--- src/rtl/tach_pkg.sv ---
package tach_pkg;
  localparam int unsigned REG_W   = 32;
  localparam int unsigned FIELD_W = 19;
  localparam int unsigned OVF_BIT = 24;
  localparam int unsigned WIN_LSB = 25;
  localparam logic [2:0]  OFS_CTRL = 3'h0;
  localparam logic [2:0]  OFS_HIGH = 3'h4;

  typedef logic [1:0] win_code_t;

  // Number of tach pulses per window for a log2 code.
  function automatic logic [3:0] win_pulses(win_code_t code);
    return 4'd1 << code;
  endfunction
endpackage

--- src/rtl/tach_sync_edge.sv ---
module tach_sync_edge #(
  parameter int unsigned STAGES = 2
) (
  input  logic clk,
  input  logic rst_n,
  input  logic tach_in,
  output logic level,
  output logic rise
);
  logic [STAGES:0] sh;

  always_ff @(posedge clk) begin
    if (!rst_n) sh <= '0;
    else        sh <= {sh[STAGES-1:0], tach_in};
  end

  assign level = sh[STAGES-1];
  assign rise  = sh[STAGES-1] & ~sh[STAGES];

  // one detected edge per synchronized transition
  a_r2_rise_single: assert property (@(posedge clk) disable iff (!rst_n)
    rise |=> !rise);
endmodule

--- src/rtl/tach_tick_gen.sv ---
module tach_tick_gen #(
  parameter int unsigned DIV = 38
) (
  input  logic clk,
  input  logic rst_n,
  input  logic restart,
  output logic tick
);
  localparam int unsigned CW = (DIV > 1) ? $clog2(DIV) : 1;
  localparam logic [CW-1:0] LAST = CW'(DIV - 1);

  logic [CW-1:0] cnt;

  assign tick = (cnt == LAST);

  always_ff @(posedge clk) begin
    if (!rst_n || restart) cnt <= '0;
    else if (tick)         cnt <= '0;
    else                   cnt <= cnt + 1'b1;
  end

  // ticks are never back to back when dividing
  a_r2_tick_gap: assert property (@(posedge clk) disable iff (!rst_n)
    (tick && !restart && DIV > 1) |=> !tick);
endmodule

--- src/rtl/tach_window_meas.sv ---
module tach_window_meas
  import tach_pkg::*;
#(
  parameter int unsigned PW = 19
) (
  input  logic          clk,
  input  logic          rst_n,
  input  logic          tick,
  input  logic          level,
  input  logic          rise,
  input  logic          restart,
  input  win_code_t     win_code,
  output logic          div_restart,
  output logic          cap_evt,
  output logic          sat_evt,
  output logic [PW-1:0] cap_period,
  output logic [PW-1:0] cap_high
);
  localparam logic [PW-1:0] CNT_MAX = {PW{1'b1}};

  logic          running;
  logic [3:0]    pulses;
  logic [PW-1:0] ticks, highs, ticks_nx, highs_nx;
  logic          done_evt, start_evt;

  always_comb begin
    ticks_nx = ticks;
    highs_nx = highs;
    if (running && tick && ticks != CNT_MAX)          ticks_nx = ticks + 1'b1;
    if (running && tick && level && highs != CNT_MAX) highs_nx = highs + 1'b1;
  end

  assign sat_evt   = running && tick && (ticks == CNT_MAX - 1'b1) && !restart;
  assign done_evt  = running && rise && !sat_evt && !restart &&
                     ((pulses + 4'd1) == win_pulses(win_code));
  assign cap_evt   = sat_evt | done_evt;
  assign start_evt = rise && !restart && !sat_evt && (!running || done_evt);
  assign div_restart = start_evt;

  assign cap_period = sat_evt ? CNT_MAX :
                      (ticks_nx == '0) ? '0 : ticks_nx - 1'b1;
  assign cap_high   = highs_nx;

  always_ff @(posedge clk) begin
    if (!rst_n || restart || sat_evt) begin
      running <= 1'b0;
      pulses  <= '0;
      ticks   <= '0;
      highs   <= '0;
    end else if (start_evt) begin
      running <= 1'b1;
      pulses  <= '0;
      ticks   <= '0;
      highs   <= '0;
    end else begin
      if (rise) pulses <= pulses + 1'b1;
      ticks <= ticks_nx;
      highs <= highs_nx;
    end
  end

  // high ticks never exceed total ticks in the open window
  a_r4_high_bounded: assert property (@(posedge clk) disable iff (!rst_n)
    highs <= ticks);
  // saturation closes the window and re-arms
  a_r5_sat_rearm: assert property (@(posedge clk) disable iff (!rst_n)
    sat_evt |=> !running);
  // a window code change abandons the open window
  a_r8_restart_idle: assert property (@(posedge clk) disable iff (!rst_n)
    restart |=> !running);
endmodule

--- src/rtl/tach_capture.sv ---
module tach_capture
  import tach_pkg::*;
#(
  parameter int unsigned DIV = 38,
  parameter int unsigned PW  = FIELD_W
) (
  input  logic        clk,
  input  logic        rst_n,
  input  logic        tach_in,
  input  logic        reg_wr,
  input  logic [2:0]  reg_addr,
  input  logic [31:0] reg_wdata,
  output logic [31:0] reg_rdata
);
  logic          level, rise, tick, div_restart;
  logic          cap_evt, sat_evt;
  logic [PW-1:0] cap_period, cap_high;
  logic [PW-1:0] period_q, high_q;
  win_code_t     win_q, win_wr;
  logic          ovf_q;
  logic          wr_ctrl, win_change, ovf_clr;
  logic          unused_wdata;

  assign wr_ctrl    = reg_wr && (reg_addr == OFS_CTRL);
  assign win_wr     = reg_wdata[WIN_LSB +: 2];
  assign win_change = wr_ctrl && (win_wr != win_q);
  assign ovf_clr    = wr_ctrl && reg_wdata[OVF_BIT];
  assign unused_wdata = ^{reg_wdata[31:27], reg_wdata[23:0]};

  tach_sync_edge #(.STAGES(2)) u_sync (
    .clk(clk), .rst_n(rst_n), .tach_in(tach_in), .level(level), .rise(rise)
  );

  tach_tick_gen #(.DIV(DIV)) u_tick (
    .clk(clk), .rst_n(rst_n), .restart(div_restart), .tick(tick)
  );

  tach_window_meas #(.PW(PW)) u_meas (
    .clk(clk), .rst_n(rst_n), .tick(tick), .level(level), .rise(rise),
    .restart(win_change), .win_code(win_q), .div_restart(div_restart),
    .cap_evt(cap_evt), .sat_evt(sat_evt),
    .cap_period(cap_period), .cap_high(cap_high)
  );

  always_ff @(posedge clk) begin
    if (!rst_n) begin
      period_q <= '0;
      high_q   <= '0;
      win_q    <= '0;
      ovf_q    <= 1'b0;
    end else begin
      if (cap_evt) begin
        period_q <= cap_period;
        high_q   <= cap_high;
      end
      if (wr_ctrl) win_q <= win_wr;
      if (sat_evt)      ovf_q <= 1'b1;
      else if (ovf_clr) ovf_q <= 1'b0;
    end
  end

  always_comb begin
    reg_rdata = '0;
    case (reg_addr)
      OFS_CTRL: begin
        reg_rdata[PW-1:0]        = period_q;
        reg_rdata[OVF_BIT]       = ovf_q;
        reg_rdata[WIN_LSB +: 2]  = win_q;
      end
      OFS_HIGH: reg_rdata[PW-1:0] = high_q;
      default:  reg_rdata = '0;
    endcase
  end

  // saturation wins over a same-cycle clear
  a_r6_set_wins: assert property (@(posedge clk) disable iff (!rst_n)
    sat_evt |=> ovf_q);
  // clearing write without saturation clears
  a_r6_clear: assert property (@(posedge clk) disable iff (!rst_n)
    (ovf_clr && !sat_evt) |=> !ovf_q);
  // flag is sticky when not cleared
  a_r6_sticky: assert property (@(posedge clk) disable iff (!rst_n)
    (ovf_q && !ovf_clr) |=> ovf_q);
  // saturation publishes all-ones
  a_r5_sat_value: assert property (@(posedge clk) disable iff (!rst_n)
    sat_evt |=> (period_q == {PW{1'b1}}));
  // results hold between completed windows
  a_r8_hold: assert property (@(posedge clk) disable iff (!rst_n)
    !cap_evt |=> ($stable(period_q) && $stable(high_q)));
  // window code follows a control write
  a_r3_win_update: assert property (@(posedge clk) disable iff (!rst_n)
    wr_ctrl |=> (win_q == $past(reg_wdata[WIN_LSB +: 2])));
endmodule

--- config.mk ---
export PLATFORM = sky130hd
export DESIGN_NAME = tach_capture
export DESIGN_NICKNAME = d
export VERILOG_FILES = /design/src/rtl/tach_pkg.sv /design/src/rtl/tach_sync_edge.sv /design/src/rtl/tach_tick_gen.sv /design/src/rtl/tach_window_meas.sv /design/src/rtl/tach_capture.sv
export SDC_FILE = /design/constraint.sdc
export NUM_CORES = 1
export LEC_CHECK = 0
export CORE_MARGIN = 2
export CORE_UTILIZATION = 50
export DETAILED_ROUTE_END_ITERATION = 8
export DONT_BUFFER_PORTS = 1
export SYNTH_ARGS = -nofsm -noshare
export SYNTH_HDL_FRONTEND = slang
export SYNTH_SLANG_ARGS = --single-unit
--- constraint.sdc ---
create_clock -name clk -period 9.66 [get_ports clk]
set_input_delay 1.449 -clock clk [delete_from_list [all_inputs] [get_ports clk]]
set_output_delay 1.449 -clock clk [all_outputs]
set_load 0.02 [all_outputs]
# Yosys cells after proc, flatten, opt, wreduce, memory -nomap -nowiden
# Cells that the tools add are included.
# totals
register_bits,93
elab_cells,63
# op_classes
addsub,5
n_eq_ne,7
shift,1
mux,8
n_bitwise,3
reduce_logical,29
# ops
cell,count
two-way mux 19 bit,4
"adder 19 x 1 -> 19 bit, second input constant",2
"!= test 19 bit, second input constant",2
one-hot mux 19 bit (2 select lines),1
"== test 19 bit, second input constant",1
zero test 19 bit,1
"subtractor 19 x 1 -> 19 bit, second input constant",1
logical AND 1 bit,16
"adder 6 x 1 -> 6 bit, second input constant",1
"== test 6 bit, second input constant",1
"adder 4 x 1 -> 4 bit, second input constant",1
== test 4 bit,1
zero test 1 bit,4
logical OR 1 bit,4
OR reduction 2 bit,2
"<< shifter 1 x 2 -> 4 bit, first input constant",1
"== test 3 bit, second input constant",1
zero test 3 bit,1
two-way mux 3 bit,1
two-way mux 1 bit,2
!= test 2 bit,1
nonzero test 2 bit,1
bitwise AND 1 bit,1
inverter 1 bit,1
bitwise OR 1 bit,1

# Depth between registers and ports, before layout
# logic_depth
ltp_word,13
ltp_mapped,17
ltp_nobuf,15

# Modules after synthesis
# A second synthesis with hierarchy kept.
# hier_totals
cells_unflattened,574
area_unflattened_um2,5208.7
# by_module_without_submodules
module,instances,cells_each,area_each_um2
tach_window_meas,1,364,2969.1
tach_capture,1,176,1885.6
tach_tick_gen,1,27,261.5
tach_sync_edge,1,7,92.6

# Worst setup path after synthesis
# OpenSTA, ideal clock, no wires.
# synth_path
path_type,input -> output
from,in reg_addr[1]
to,out reg_rdata[10]
arrival_time_ns,2.698
t_required_ns,8.211
slack_ns,5.513
path_stages,3
path_cell_list,nor3b_1 > clkbuf_1 > a22o_1
# synth_via
elab_chain_cells,2
word_cells_on_any_way,3
cone_classes,1 x eq/ne; 1 x mux; 1 x reduce/logical
# synth_lines
item,line,rtl
start: declaration,tach_capture.sv:11,"input logic [2:0] reg_addr,"
== test 3 bit / zero test 3 bit (equally long branches),tach_capture.sv:64,case (reg_addr)
one-hot mux 19 bit (2 select lines) *,tach_capture.sv:64,
end: declaration,tach_capture.sv:13,output logic [31:0] reg_rdata
# Mark *: on every way between the ends. The rest lies on a longest branch, timed or not.

# Worst setup path after layout
# layout_path
from,reg u_meas.ticks[1]
to,reg period_q[4]
# layout_via
elab_chain_cells,8
word_cells_on_any_way,16
cone_classes,2 x add/sub; 2 x eq/ne; 3 x mux; 1 x bitwise; 8 x reduce/logical
# layout_lines
item,line,rtl
start: declaration,tach_window_meas.sv:23,"logic [PW-1:0] ticks, highs, ticks_nx, highs_nx;"
start signal: assignment,tach_window_meas.sv:57,ticks <= ticks_nx;
branches (longest 8 deep; another with adder 19 x 1 -> 19 bit),n/a,
end signal: assignment,tach_capture.sv:53,period_q <= cap_period;
end: declaration,tach_capture.sv:18,"logic [PW-1:0] period_q, high_q;"
# Parallel ways; which one is timed is not known.
# A chain may end at the register's enable or synchronous reset.

==> flow_summary.yaml <==
power_and_ir_drop:
  ir_worst_vdd_mv: 0.0749
  p_int_mw: 0.494
  clockPowerShare_pct: 38.2
  p_comb_share_pct: 3.4
  power_frac_seq_pct: 58.4
  p_per_area_mw_per_mm2: 127
  swShare_pct: 26.0
  p_sw_mw: 0.174
  p_leak_nw: 2.10
global_routing:
  grt_usage_pct: 20.9
  antenna_found_initial: 0
  grt_pass1_vias: 3650
  grt_pass1_wl_um: 18500
  grt_max_degree: 48
  grt-ovfl-total: 0
worst_setup_path:
  critical_path_depth: 14
  start_kind: "flip-flop"
  worst-path-buf-inv: 0
  crit_fanout: 17
  critPathArrivalTime_ps: 4440
  path_cells: "ha_1, nand3_1, or2_0, o21ai_4, nor2_1, a21oi_1, ha_1, nand3_1, a22oi_1, nand2_1, nor4_4, a41o_2, o21bai_1, a21boi_1"
  worst-setup-path-type: "reg2reg"
  slowest_delay_ps: 460
  worstPathRequired_ps: 9920
  worstSetupEndpointType: "flip-flop"
  reg2reg_depth: 14
  critPathTopFamily: "compound AO/OA/AOI/OAI gates"
  cp_slowest_cell: "dfxtp_1"
synthesis:
  synth_top_cells_by_area: "dfxtp_1, xor2_1, nor2_1"
  synth_top_cell_by_area: "dfxtp_1"
  ys_ff_latch: 93
  synth_area_mm2: 0.00503
  yosys-top-cells-count: "dfxtp_1, nor2_1, a21oi_1, nand2_1, xor2_1"
  synthCells: 591
  yosys.cell_types.count: 72
  synth_seq_area_share_pct: 37.0
  synth_edf_count: 0
  ys_async_sr_fraction_pct: 0
  yosysWarningCount: 0
  synth_ff_type: "dfxtp_1"
  avgSynthCellArea_um2: 8.52
  synth.most_common_cell: "dfxtp_1"
  yosys.area.top_type_share_pct: 37.0
finish:
  seqCellArea_mm2: 0.00186
  multi_input_area_mm2: 0.00296
  drive_gt1_share_pct: 8.00
  nets: 616
  stdcell_area_mm2: 0.00524
  n_fill_cell: 955
  stdcell_count: 708
  n_antenna_cell: 0
  synthToLayoutAreaGrowth_pct: 4.13
  utilization_pct: 53.6
clock_network:
  ctsResizeCount: 0
  htreeDepth: 3
  cts.sinks: 93
  postCtsSetupBuffers: 0
  cts_buffers: 9
  clock-root-buffer: "clkbuf_8"
  clk_latency_ps: 370
  cts_tree: "built"
  cts_buffer_depth: 2
  cts_hold_buf: 0
  cts.clk_slew.worst_paths_ps: 100
drt:
  drt_wl_total_um: 11300
  wl_per_cell_um: 15.9
  vias: 3950
  drc: 0
  via_per_inst: 5.58
  first_pass_iters: 5
  detail_route.iter0.violations: 159
  antenna_left: 0
place:
  place_area_mm2: 0.00505
  dp_hpwl_um: 7990
  gp_congestion: 0.884
  pre_cts_slack_ps: 5250
  dp_cells: 692
  io_buffers: 0
timing:
  tightest_slew_ps: 843
  max_freq_ghz: 0.239
  min_period_ps: 4180
  setup_tns_ps: 0
  rsz0062_at_grt: "no"
  hold_viol: 0
  finalCritPeriodShare_pct: 43.3
  finClkSkew_ps: 12.6
  setup_viol: 0
  fin_ws_ps: 5480
  maxSlewHeadroom_pct: 43.6
  report.final.slew_viol_count: 0
floorplanning:
  core_mm2: 0.00977
  fp-row-count: 36
  die_h_um: 104
  initial_core_util_pct: 51.5
  dieArea_mm2: 0.0109
  num_io_pins: 71
  die_w_um: 104
run:
  cap_violations: 0
worst_hold_path:
  worstHoldPathCells: 1
  hp-class: "reg2reg"
status:
  status: "finished, final reports clean"
==> power groups by stage <==
stage | logic, mW | clock network (mW) | registers, mW
global route | 0.0251 | 0.277 | 0.390
detailed placement | 0.0227 | 0 | 0.398
CTS | 0.0229 | 0.264 | 0.389
global placement | 0.0224 | 0 | 0.398
floorplan | 0.0239 | 0 | 0.397
finish | 0.0227 | 0.255 | 0.389
==> cell usage in the layout (no fill, tap or decap), types with 14 or more instances in the layout <==
master and n:
a21oi_1 40, a22o_1 19, and2_1 27, dfxtp_1 93
nand2_1 39, nand3_1 25, nor2_1 71, o21ai_0 23
o21ai_1 14, xnor2_1 23, xor2_1 32
==> cells by family after synthesis <==
logic type                 count (synthesis)  synth area share (%)
adders and majority gates                  7                  1.74
xor gates and xnor gates                  55                  9.57
AOI/OAI and AO/OA                        148                  20.6
DFF                                       93                  37.0
muxes                                      4                 0.795
buffers and inverters                     53                  5.29
and+or+nand+nor                          230                  25.0
other                                      1                0.0745
==> layout make-up <==
| class | instances | share of cell area, % |
|---|---|---|
| clock buffer | 9 | 2.36 |
| timing repair buffer | 6 | 0.859 |
| tap | 133 | 3.17 |
| sequential | 93 | 35.5 |
| multi-input combinational | 454 | 56.4 |
| inverter | 6 | 0.430 |
| clock inverter | 7 | 1.26 |
==> stage by stage <==
stage | power [mW] | hold slack, ps
2_1_floorplan | 0.421 | 412
3_3_place_gp | 0.420 | 426
3_5_place_dp | 0.421 | 439
4_1_cts | 0.677 | 472
5_1_grt | 0.692 | 484
6_report | 0.667 | 472
==> routing by layer <==
layer / GRT usage [%] / share of wire (%)
met5: 0 / 0
met2: 32.3 / 44
met3: 2.94 / 3.3
met4: 6.85 / 1.2
met1: 29.9 / 52
==> worst paths after layout <==
kind / startpoint / slack [ps] / end
worst min register to register: u_tick.cnt[0] / 470 / u_tick.cnt[0]
worst min-delay path: u_tick.cnt[0] / 470 / u_tick.cnt[0]
worst max register to register: u_meas.ticks[1] / 5480 / period_q[4]
worst max-delay path: u_meas.ticks[1] / 5480 / period_q[4]
==> flip-flops by register name, summed over array words and instances, names as in the netlist <==
name / count
u_meas.ticks: 19
u_sync.sh: 3
u_tick.cnt: 6
period_q: 19
win_q: 2
ovf_q: 1
u_meas.highs: 19
u_meas.pulses: 4
high_q: 19
u_meas.running: 1
Power figures use the tool's default switching activity.
